### config.mk
export PLATFORM = sky130hd
export DESIGN_NAME = clk_gate_ctl
export DESIGN_NICKNAME = d
export VERILOG_FILES = /design/src/rtl/clk_gate_pkg.sv /design/src/rtl/cg_neg_sync.sv /design/src/rtl/cg_lock_timer.sv /design/src/rtl/cg_gate_stage.sv /design/src/rtl/clk_gate_ctl.sv
export SDC_FILE = /design/constraint.sdc
export NUM_CORES = 1
export LEC_CHECK = 0
export BUFFER_PORTS_ARGS = -buffer_cell sky130_fd_sc_hd__buf_4
export CORE_MARGIN = 1
export CORE_UTILIZATION = 45
export DETAILED_ROUTE_END_ITERATION = 10
export PLACE_DENSITY = 0.63
export SLEW_MARGIN = 25
export SYNTH_ARGS = -nofsm -noshare
export SYNTH_HDL_FRONTEND = slang
export SYNTH_SLANG_ARGS = --single-unit
### constraint.sdc
create_clock -name clk_ref -period 1.1 [get_ports clk_ref]
set_input_delay 0.22 -clock clk_ref [delete_from_list [all_inputs] [get_ports clk_ref]]
set_output_delay 0.22 -clock clk_ref [all_outputs]
set_load 0.01 [all_outputs]
### src/rtl/clk_gate_pkg.sv
package clk_gate_pkg;

    // Pin state chosen by the gate controller
    typedef enum logic [1:0] {
        OUT_OFF = 2'd0,   // released, weak pull low
        OUT_LOW = 2'd1,   // driven, held low
        OUT_CLK = 2'd2    // driven, passing the clock
    } out_mode_e;

    // Active-high view of the two pin controls
    typedef struct packed {
        logic pd;
        logic oe;
    } ctl_req_t;

    // Registered or combinational state that drives the outputs
    typedef struct packed {
        out_mode_e mode;
        logic      standby;
    } gate_state_t;

    // Decoded pin controls
    typedef struct packed {
        logic drv_en;
        logic pull_low;
        logic pass_clk;
    } pin_ctl_t;

    localparam gate_state_t GATE_RST = '{mode: OUT_OFF, standby: 1'b1};

    // Power-down outranks everything, relock outranks output-enable
    function automatic out_mode_e pick_mode(input ctl_req_t req, input logic locked);
        out_mode_e m;
        if (req.pd)       m = OUT_OFF;
        else if (!locked) m = OUT_LOW;
        else if (!req.oe) m = OUT_OFF;
        else              m = OUT_CLK;
        return m;
    endfunction

    function automatic gate_state_t next_state(input ctl_req_t req, input logic locked);
        gate_state_t s;
        s.mode    = pick_mode(req, locked);
        s.standby = req.pd;
        return s;
    endfunction

    function automatic pin_ctl_t decode_mode(input out_mode_e m);
        pin_ctl_t p;
        unique case (m)
            OUT_LOW: p = '{drv_en: 1'b1, pull_low: 1'b0, pass_clk: 1'b0};
            OUT_CLK: p = '{drv_en: 1'b1, pull_low: 1'b0, pass_clk: 1'b1};
            default: p = '{drv_en: 1'b0, pull_low: 1'b1, pass_clk: 1'b0};
        endcase
        return p;
    endfunction

endpackage

### src/rtl/cg_neg_sync.sv
module cg_neg_sync #(
    parameter int              WIDTH   = 2,
    parameter int              STAGES  = 2,
    parameter logic [WIDTH-1:0] RST_VAL = '0
) (
    input  logic             clk,
    input  logic             rst,
    input  logic [WIDTH-1:0] d,
    output logic [WIDTH-1:0] q
);

    logic [WIDTH-1:0] stage_q [STAGES];

    always_ff @(negedge clk) begin
        if (rst) stage_q[0] <= RST_VAL;
        else     stage_q[0] <= d;
    end

    generate
        for (genvar i = 1; i < STAGES; i++) begin : g_stage
            always_ff @(negedge clk) begin
                if (rst) stage_q[i] <= RST_VAL;
                else     stage_q[i] <= stage_q[i-1];
            end
        end
    endgenerate

    assign q = stage_q[STAGES-1];

endmodule

### src/rtl/cg_lock_timer.sv
module cg_lock_timer #(
    parameter int LOCK_CYCLES = 256
) (
    input  logic clk,
    input  logic rst,
    input  logic standby,
    output logic locked
);

    localparam int CNT_W = (LOCK_CYCLES > 1) ? $clog2(LOCK_CYCLES) : 1;
    localparam logic [CNT_W-1:0] CNT_LAST = CNT_W'(LOCK_CYCLES - 1);

    logic [CNT_W-1:0] cnt_q;
    logic             locked_q;

    always_ff @(posedge clk) begin
        if (rst || standby) begin
            cnt_q    <= '0;
            locked_q <= 1'b0;
        end else if (!locked_q) begin
            if (cnt_q == CNT_LAST) locked_q <= 1'b1;
            else                   cnt_q    <= cnt_q + 1'b1;
        end
    end

    assign locked = locked_q;

    // standby always drops the lock
    a_r1_standby_drops_lock: assert property (@(posedge clk) disable iff (rst)
        standby |=> !locked_q);

    // lock only appears once the count has reached its last value
    a_r6_lock_after_count: assert property (@(posedge clk) disable iff (rst)
        $rose(locked_q) |-> ($past(cnt_q) == CNT_LAST));

endmodule

### src/rtl/cg_gate_stage.sv
module cg_gate_stage
    import clk_gate_pkg::*;
(
    input  logic        clk,
    input  logic        rst,
    input  logic        sync_mode,
    input  gate_state_t async_st,
    input  gate_state_t sync_nxt,
    output gate_state_t state
);

    gate_state_t aligned_q;

    // Aligned state changes only on the falling edge, while the clock is low
    always_ff @(negedge clk) begin
        if (rst) aligned_q <= GATE_RST;
        else     aligned_q <= sync_nxt;
    end

    assign state = sync_mode ? aligned_q : async_st;

    // Copy of the aligned state taken at the rising edge, for the check below
    gate_state_t high_snap_q;
    always_ff @(posedge clk) high_snap_q <= aligned_q;

    // the aligned state is unchanged across every high phase
    a_r4_stable_while_high: assert property (@(negedge clk) disable iff (rst)
        sync_mode |-> (aligned_q == high_snap_q));

endmodule

### src/rtl/clk_gate_ctl.sv
module clk_gate_ctl
    import clk_gate_pkg::*;
#(
    parameter int LOCK_CYCLES = 256,
    parameter int SYNC_STAGES = 2
) (
    input  logic clk_ref,
    input  logic rst,
    input  logic cfg_sync_mode,
    input  logic pwr_dn_n,
    input  logic out_en,
    output logic clk_out,
    output logic drv_en,
    output logic pull_low,
    output logic standby_req,
    output logic pll_locked
);

    localparam int REQ_W = $bits(ctl_req_t);
    localparam ctl_req_t REQ_RST = '{pd: 1'b1, oe: 1'b0};

    ctl_req_t    raw_req;
    ctl_req_t    sync_req;
    logic [REQ_W-1:0] sync_bits;
    gate_state_t async_st;
    gate_state_t sync_nxt;
    gate_state_t cur_st;
    pin_ctl_t    pin;
    logic        locked;

    always_comb begin
        raw_req.pd = ~pwr_dn_n;
        raw_req.oe = out_en;
    end

    cg_neg_sync #(
        .WIDTH   (REQ_W),
        .STAGES  (SYNC_STAGES),
        .RST_VAL (REQ_RST)
    ) u_req_sync (
        .clk (clk_ref),
        .rst (rst),
        .d   (raw_req),
        .q   (sync_bits)
    );

    assign sync_req = ctl_req_t'(sync_bits);

    always_comb begin
        async_st = next_state(raw_req, locked);
        sync_nxt = next_state(sync_req, locked);
    end

    cg_gate_stage u_stage (
        .clk       (clk_ref),
        .rst       (rst),
        .sync_mode (cfg_sync_mode),
        .async_st  (async_st),
        .sync_nxt  (sync_nxt),
        .state     (cur_st)
    );

    cg_lock_timer #(
        .LOCK_CYCLES (LOCK_CYCLES)
    ) u_lock (
        .clk     (clk_ref),
        .rst     (rst),
        .standby (cur_st.standby),
        .locked  (locked)
    );

    assign pin         = decode_mode(cur_st.mode);
    assign clk_out     = clk_ref & pin.pass_clk;
    assign drv_en      = pin.drv_en;
    assign pull_low    = pin.pull_low;
    assign standby_req = cur_st.standby;
    assign pll_locked  = locked;

    // standby releases the pin
    a_r1_standby_releases_pin: assert property (@(posedge clk_ref) disable iff (rst)
        standby_req |-> (!drv_en && pull_low));

    // a released pin without standby only happens with the clock source locked
    a_r2_disable_keeps_lock: assert property (@(posedge clk_ref) disable iff (rst)
        (!drv_en && !standby_req) |-> pll_locked);

    // no high phase leaves the pin before lock
    a_r6_low_until_lock: assert property (@(negedge clk_ref) disable iff (rst)
        !pll_locked |-> !clk_out);

    // driver and pull never agree
    a_r9_drive_pull_exclusive: assert property (@(posedge clk_ref) disable iff (rst)
        drv_en != pull_low);

endmodule

# Word-level counts from Yosys, hierarchy flattened
# Memories as Yosys holds them, arrays and structs flattened.
# Cells that the tools add are included.
[classes]
reduce_logical = 4
eq_ne = 3
bitwise_logic = 6
mux = 14
n_addsub = 1
[op_table]
columns = ["op", "count"]
rows = [
  ["$mux 2", 6],
  ["$add 8x1->8 const B", 1],
  ["$eq 8x8->1 const B", 1],
  ["$mux 1", 6],
  ["$pmux 3 s2", 1],
  ["$mux 3", 1],
  ["$not 1->1", 3],
  ["$reduce_or 3->1", 1],
  ["$eq 2x1->1 const B", 1],
  ["$eq 2x2->1 const B", 1],
  ["$or 1x1->1", 2],
  ["$reduce_and 2->1", 1],
  ["$reduce_or 2->1", 1],
  ["$and 1x1->1", 1],
  ["$logic_or 1x1->1", 1],
]
[word_totals]
ram_bits = 4
mem_count = 1
output_inout_bits = 5
wordCells = 34
reg_bits = 12
[memory_table]
columns = ["name", "depth", "width", "read_ports", "rd_clocked_by_memory_dff", "wr", "line_no", "source"]
rows = [
  ["u_req_sync.stage_q", 2, 2, 2, 0, 2, "cg_neg_sync.sv:12", "logic [WIDTH-1:0] stage_q [STAGES];"],
]

# Depth between registers and ports, before layout
[logic_depth]
depth_word = 7
mapped_depth = 5

# By module
# Synthesis repeated with hierarchy kept, for this count alone.
[hier_totals]
hier_cells = 76
hier_area_um2 = 742.0
[modules_own_cells]
columns = ["module", "cells_each", "n_inst", "area_per_inst_um2", "seq_area_each_um2"]
rows = [
  ["cg_lock_timer", 48, 1, 461.7, 180.2],
  ["cg_gate_stage", 10, 1, 116.4, 60.1],
  ["cg_neg_sync", 9, 1, 108.9, 80.1],
  ["clk_gate_ctl", 9, 1, 55.1, 0.0],
]

==> results.md <==
- The count of yosys warnings during synthesis is 0.
- The clock latency reported for the late side of the worst-skew pair is 460 ps.
- The floorplan step defined a core boundary enclosing 1520 um2.
- The pre-antenna-repair detailed-routing pass consisted of 5 iterations.
- The number of global-route vias before repair was 611.
- The placed instance area is 941 um2.
- The power density normalized to cell area is 1360 nW/um2.
- The remaining global-route overflow is 0.
- Clock skew on the completed layout was measured at 64.9 ps.
- After synthesis the netlist holds a flip-flop and latch count of 16.
- The final estimated routing congestion in global placement is 0.774.
- The worst hold path startpoint is rst.
- After detailed routing, the number of remaining DRC violations is 0.
- The path with the worst hold slack has its endpoint at u_lock.cnt_q[2].
- The path type of the worst min-delay path is input port to flop.
- After routing the design area is 1100 um2.
- For this block, the routed nets add up to 1.56 mm of wire.
- The CTS tree is yes.
- The post-detailed-route wirelength per cell is 12.5 um.
- The number of antenna violations at the first check in global routing was 0.
- In this run the critical register-to-register path is captured at u_lock.cnt_q[7].
- The arrival time of the worst setup path is 1870 ps.
- The worst-case IR drop observed on VDD is 829 uV.
- In this run switching power makes up 22.0% of total power.
- The multiplexer share of the synthesized area is 2.69%.
- For the pin with the worst max-slew slack, the measured transition is 321 ps.
- The count of nets left with antenna violations after detail routing is 0.
- The x dimension of the die is 42.7 um.
- The antenna diode instance count is 0.
- Walking the worst path, the cells encountered are a22oi_2, ha_1, inv_2, buf_6.
- The number of placed cells counting well taps is 111.
- The placement-stage worst setup slack is -551 ps.
- Of the total power, registers draw 39.7%.
- The first global-routing pass estimated 2.55 mm of wire.
- Sequential elements use 43.0% of the synthesized area.
- The run finished, with violations left.
- The leakage power is 0.000471 uW.
- The die area is 1820 um2.
- The instance count of the mapped netlist is 76.
- The post-synth net total is 83.
- The via count is 662.
- Counting instances, the worst hold path has a depth of 6.
- The y dimension of the die is 42.7 um.
- Summed over all nets, the switching power comes to 329 uW.
- In this run the mean area of a mapped cell was 9.80 um2.
- The effective utilization at floorplan is 48.9%.
- The area of the mapped netlist is 744 um2.
- The share of synthesized cell area in and, or, nand and nor gates is 25.7%.
- The setup slack of the critical path after layout is -994 ps.
- Setup violations remaining at the end of the flow were counted as 15.
- Entering global routing, the biggest net connects 10 pins.
- The ratio of cells with drive above 1 in the final layout is 47.7%.
- The fraction of the mapped netlist area in compound gates is 19.8%.
- In this run the tool buffered the top-level ports with 9 buffer cells.
- The tool flagged a number of max-cap violations equal to 0.
- The number of cells on the worst reg-to-reg path is 4.
- The distinct cell type count of the synthesized netlist is 34.
- 10 I/O pins were placed.
- The setup slack of the most critical reg-to-reg path is -530 ps.
- Across every metal layer, demand over resource in global routing totals 19.4%.
- Hold is met by 393 ps.
- The synthesis-to-layout area growth is 47.2%.
- The largest family of logic cells by synthesized area is simple AND/OR/NAND/NOR gates.
- The first routing iteration left 5 violations.
- Setup repair after global routing could not meet its margin everywhere.
- The element type at the critical path start is a flop.
- The relative slew slack is 78.3%.
- The total negative slack is -8420 ps.
- The total of fill cells in the finished design is 126.
- Per report_power, the clock group accounts for 53.5% of the total.
- The final max-slew violation count is 0.
- The number of vias per cell after detailed routing is 5.30.
- The part of the total power dissipated in combinational logic is 6.8%.
- On the worst path, the slowest cell contributes a delay of 290 ps.
- The HPWL after detailed placement is 1.07 mm.
- Once layout is complete, the cells apart from fillers number 125.
- The share of synthesized cell area in full adder, half adder and majority cells is 3.36%.
- The master of the slowest instance on the critical path is dfxtp_1.
- The floorplan has 14 rows.
- The critical path in this run is classified as flop to output port.
- The data required time of the critical path is 880 ps.
- The worst-path maximum fanout is 2.
- The internal power consumption is 1170 uW.
- The worst setup path is captured at an output port.
- After the last flow step, the layout net total stands at 117.
- The number of failing hold endpoints at the final stage is 0.
- The final reports fail on negative setup slack.
- The post-CTS clock slew at the launch and capture registers of the worst setup and hold paths is 100 ps.
- The xor and xnor fraction of the mapped netlist area is 0%.
- In this run the critical register-to-register path is launched from u_stage.aligned_q[0].
-- cell usage after synthesis (all sizes together) --
library cell / count / area share [%]
ha: 2 / 3.4
o21ba: 1 / 1.3
nand2: 5 / 2.5
buf: 2 / 2.2
nor2: 5 / 2.5
mux2i: 2 / 2.7
and4b: 3 / 4.2
clkbuf: 1 / 0.67
nor4b: 1 / 1.2
o211ai: 4 / 4.0
or2: 2 / 1.7
dfxtp: 16 / 43
and2: 1 / 0.84
and3: 1 / 1.0
a22oi: 1 / 1.0
inv: 5 / 2.5
a31oi: 4 / 3.4
nand4: 1 / 0.84
o221ai: 2 / 2.4
a21oi: 1 / 1.2
o21ai: 2 / 2.9
and2b: 1 / 1.0
nor2b: 4 / 3.4
a211oi: 3 / 3.7
nor3: 2 / 2.0
and4: 1 / 1.5
nand4b: 1 / 1.2
and3b: 1 / 1.2
nand3: 1 / 0.67
-- worst max path at each step --
stage,start,slack [ps],endpoint
after CTS,u_stage.aligned_q[2],-1030,clk_out
after global placement,u_stage.aligned_q[1],-530,drv_en
after floorplan,u_stage.aligned_q[1],-480,drv_en
after detailed placement,u_stage.aligned_q[1],-550,drv_en
after global routing,u_stage.aligned_q[2],-1060,drv_en
final,u_stage.aligned_q[1],-990,drv_en
-- cells in the final DEF (no fill, tap or decap), drive strengths merged, types with 2 or more instances in the layout --
| master | Yosys | layout |
|---|---|---|
| a211oi | 3 | 3 |
| a31oi | 4 | 4 |
| and4b | 3 | 3 |
| buf | 2 | 23 |
| clkbuf | 1 | 6 |
| dfxtp | 16 | 16 |
| ha | 2 | 2 |
| inv | 5 | 10 |
| mux2i | 2 | 2 |
| nand2 | 5 | 5 |
| nor2 | 5 | 5 |
| nor2b | 4 | 4 |
| nor3 | 2 | 2 |
| o211ai | 4 | 4 |
| o21ai | 2 | 2 |
| o221ai | 2 | 2 |
| or2 | 2 | 2 |
-- final cells by class --
type / instances / area, um2 / share of cell area [%]
Sequential cell: 16 / 325 / 29.7
Inverter: 4 / 18.8 / 1.71
Clock buffer: 7 / 52.6 / 4.79
Multi-Input combinational cell: 52 / 432 / 39.4
Tap cell: 16 / 20.0 / 1.83
Timing Repair Buffer: 22 / 191 / 17.5
Clock inverter: 8 / 56.3 / 5.14
-- registers in the layout, indices dropped and copies added (netlist names) --
name,flops
u_stage.aligned_q,3
u_lock.cnt_q,8
u_req_sync.stage_q,4
u_lock.locked,1
-- power by group through the flow --
| stage | logic (uW) | clock network [uW] | registers (uW) |
|---|---|---|---|
| CTS | 101 | 821 | 596 |
| detailed placement | 95.8 | 45.7 | 607 |
| floorplan | 45.4 | 45.7 | 607 |
| global placement | 93.1 | 45.7 | 606 |
| finish | 101 | 800 | 594 |
| global route | 110 | 864 | 594 |
-- cell families after synthesis --
| group | Yosys count |
|---|---|
| multiplexers | 2 |
| flip-flops | 16 |
| AO/OA/AOI/OAI | 18 |
| AND/OR/NAND/NOR | 30 |
| adder cells (fa/ha/maj) | 2 |
| buffers and inverters | 8 |
-- worst max-delay path: cells and delay by family (launching register included) --
kind	cells	cell delay [ps]
DFF	1	290
buffers and inverters	2	150
AOI/OAI and AO/OA	1	140
adders and majority gates	1	270
-- metrics by stage --
stage | total power [uW] | utilization, %
CTS | 1520 | 69.8
global placement | 745 | 61.7
global route | 1570 | 71.9
finish | 1490 | 71.9
floorplan | 698 | -
detailed placement | 748 | 61.7
-- metal layers --
metal  global-route usage (%)  part of all wire, %
met5                        0                    0
met1                     23.8                   47
met2                     28.2                   50
met4                     10.0                    0
met3                     8.94                  3.0
-- what timing repair did --
action | in CTS | in global routing
setup buffers | 1 | 1
hold buffers | 0 | 0
gates resized for setup | 5 | 9
pin swaps | 1 | 5
endpoints found under the setup margin | 15 | 16
Power figures use the tool's default switching activity.
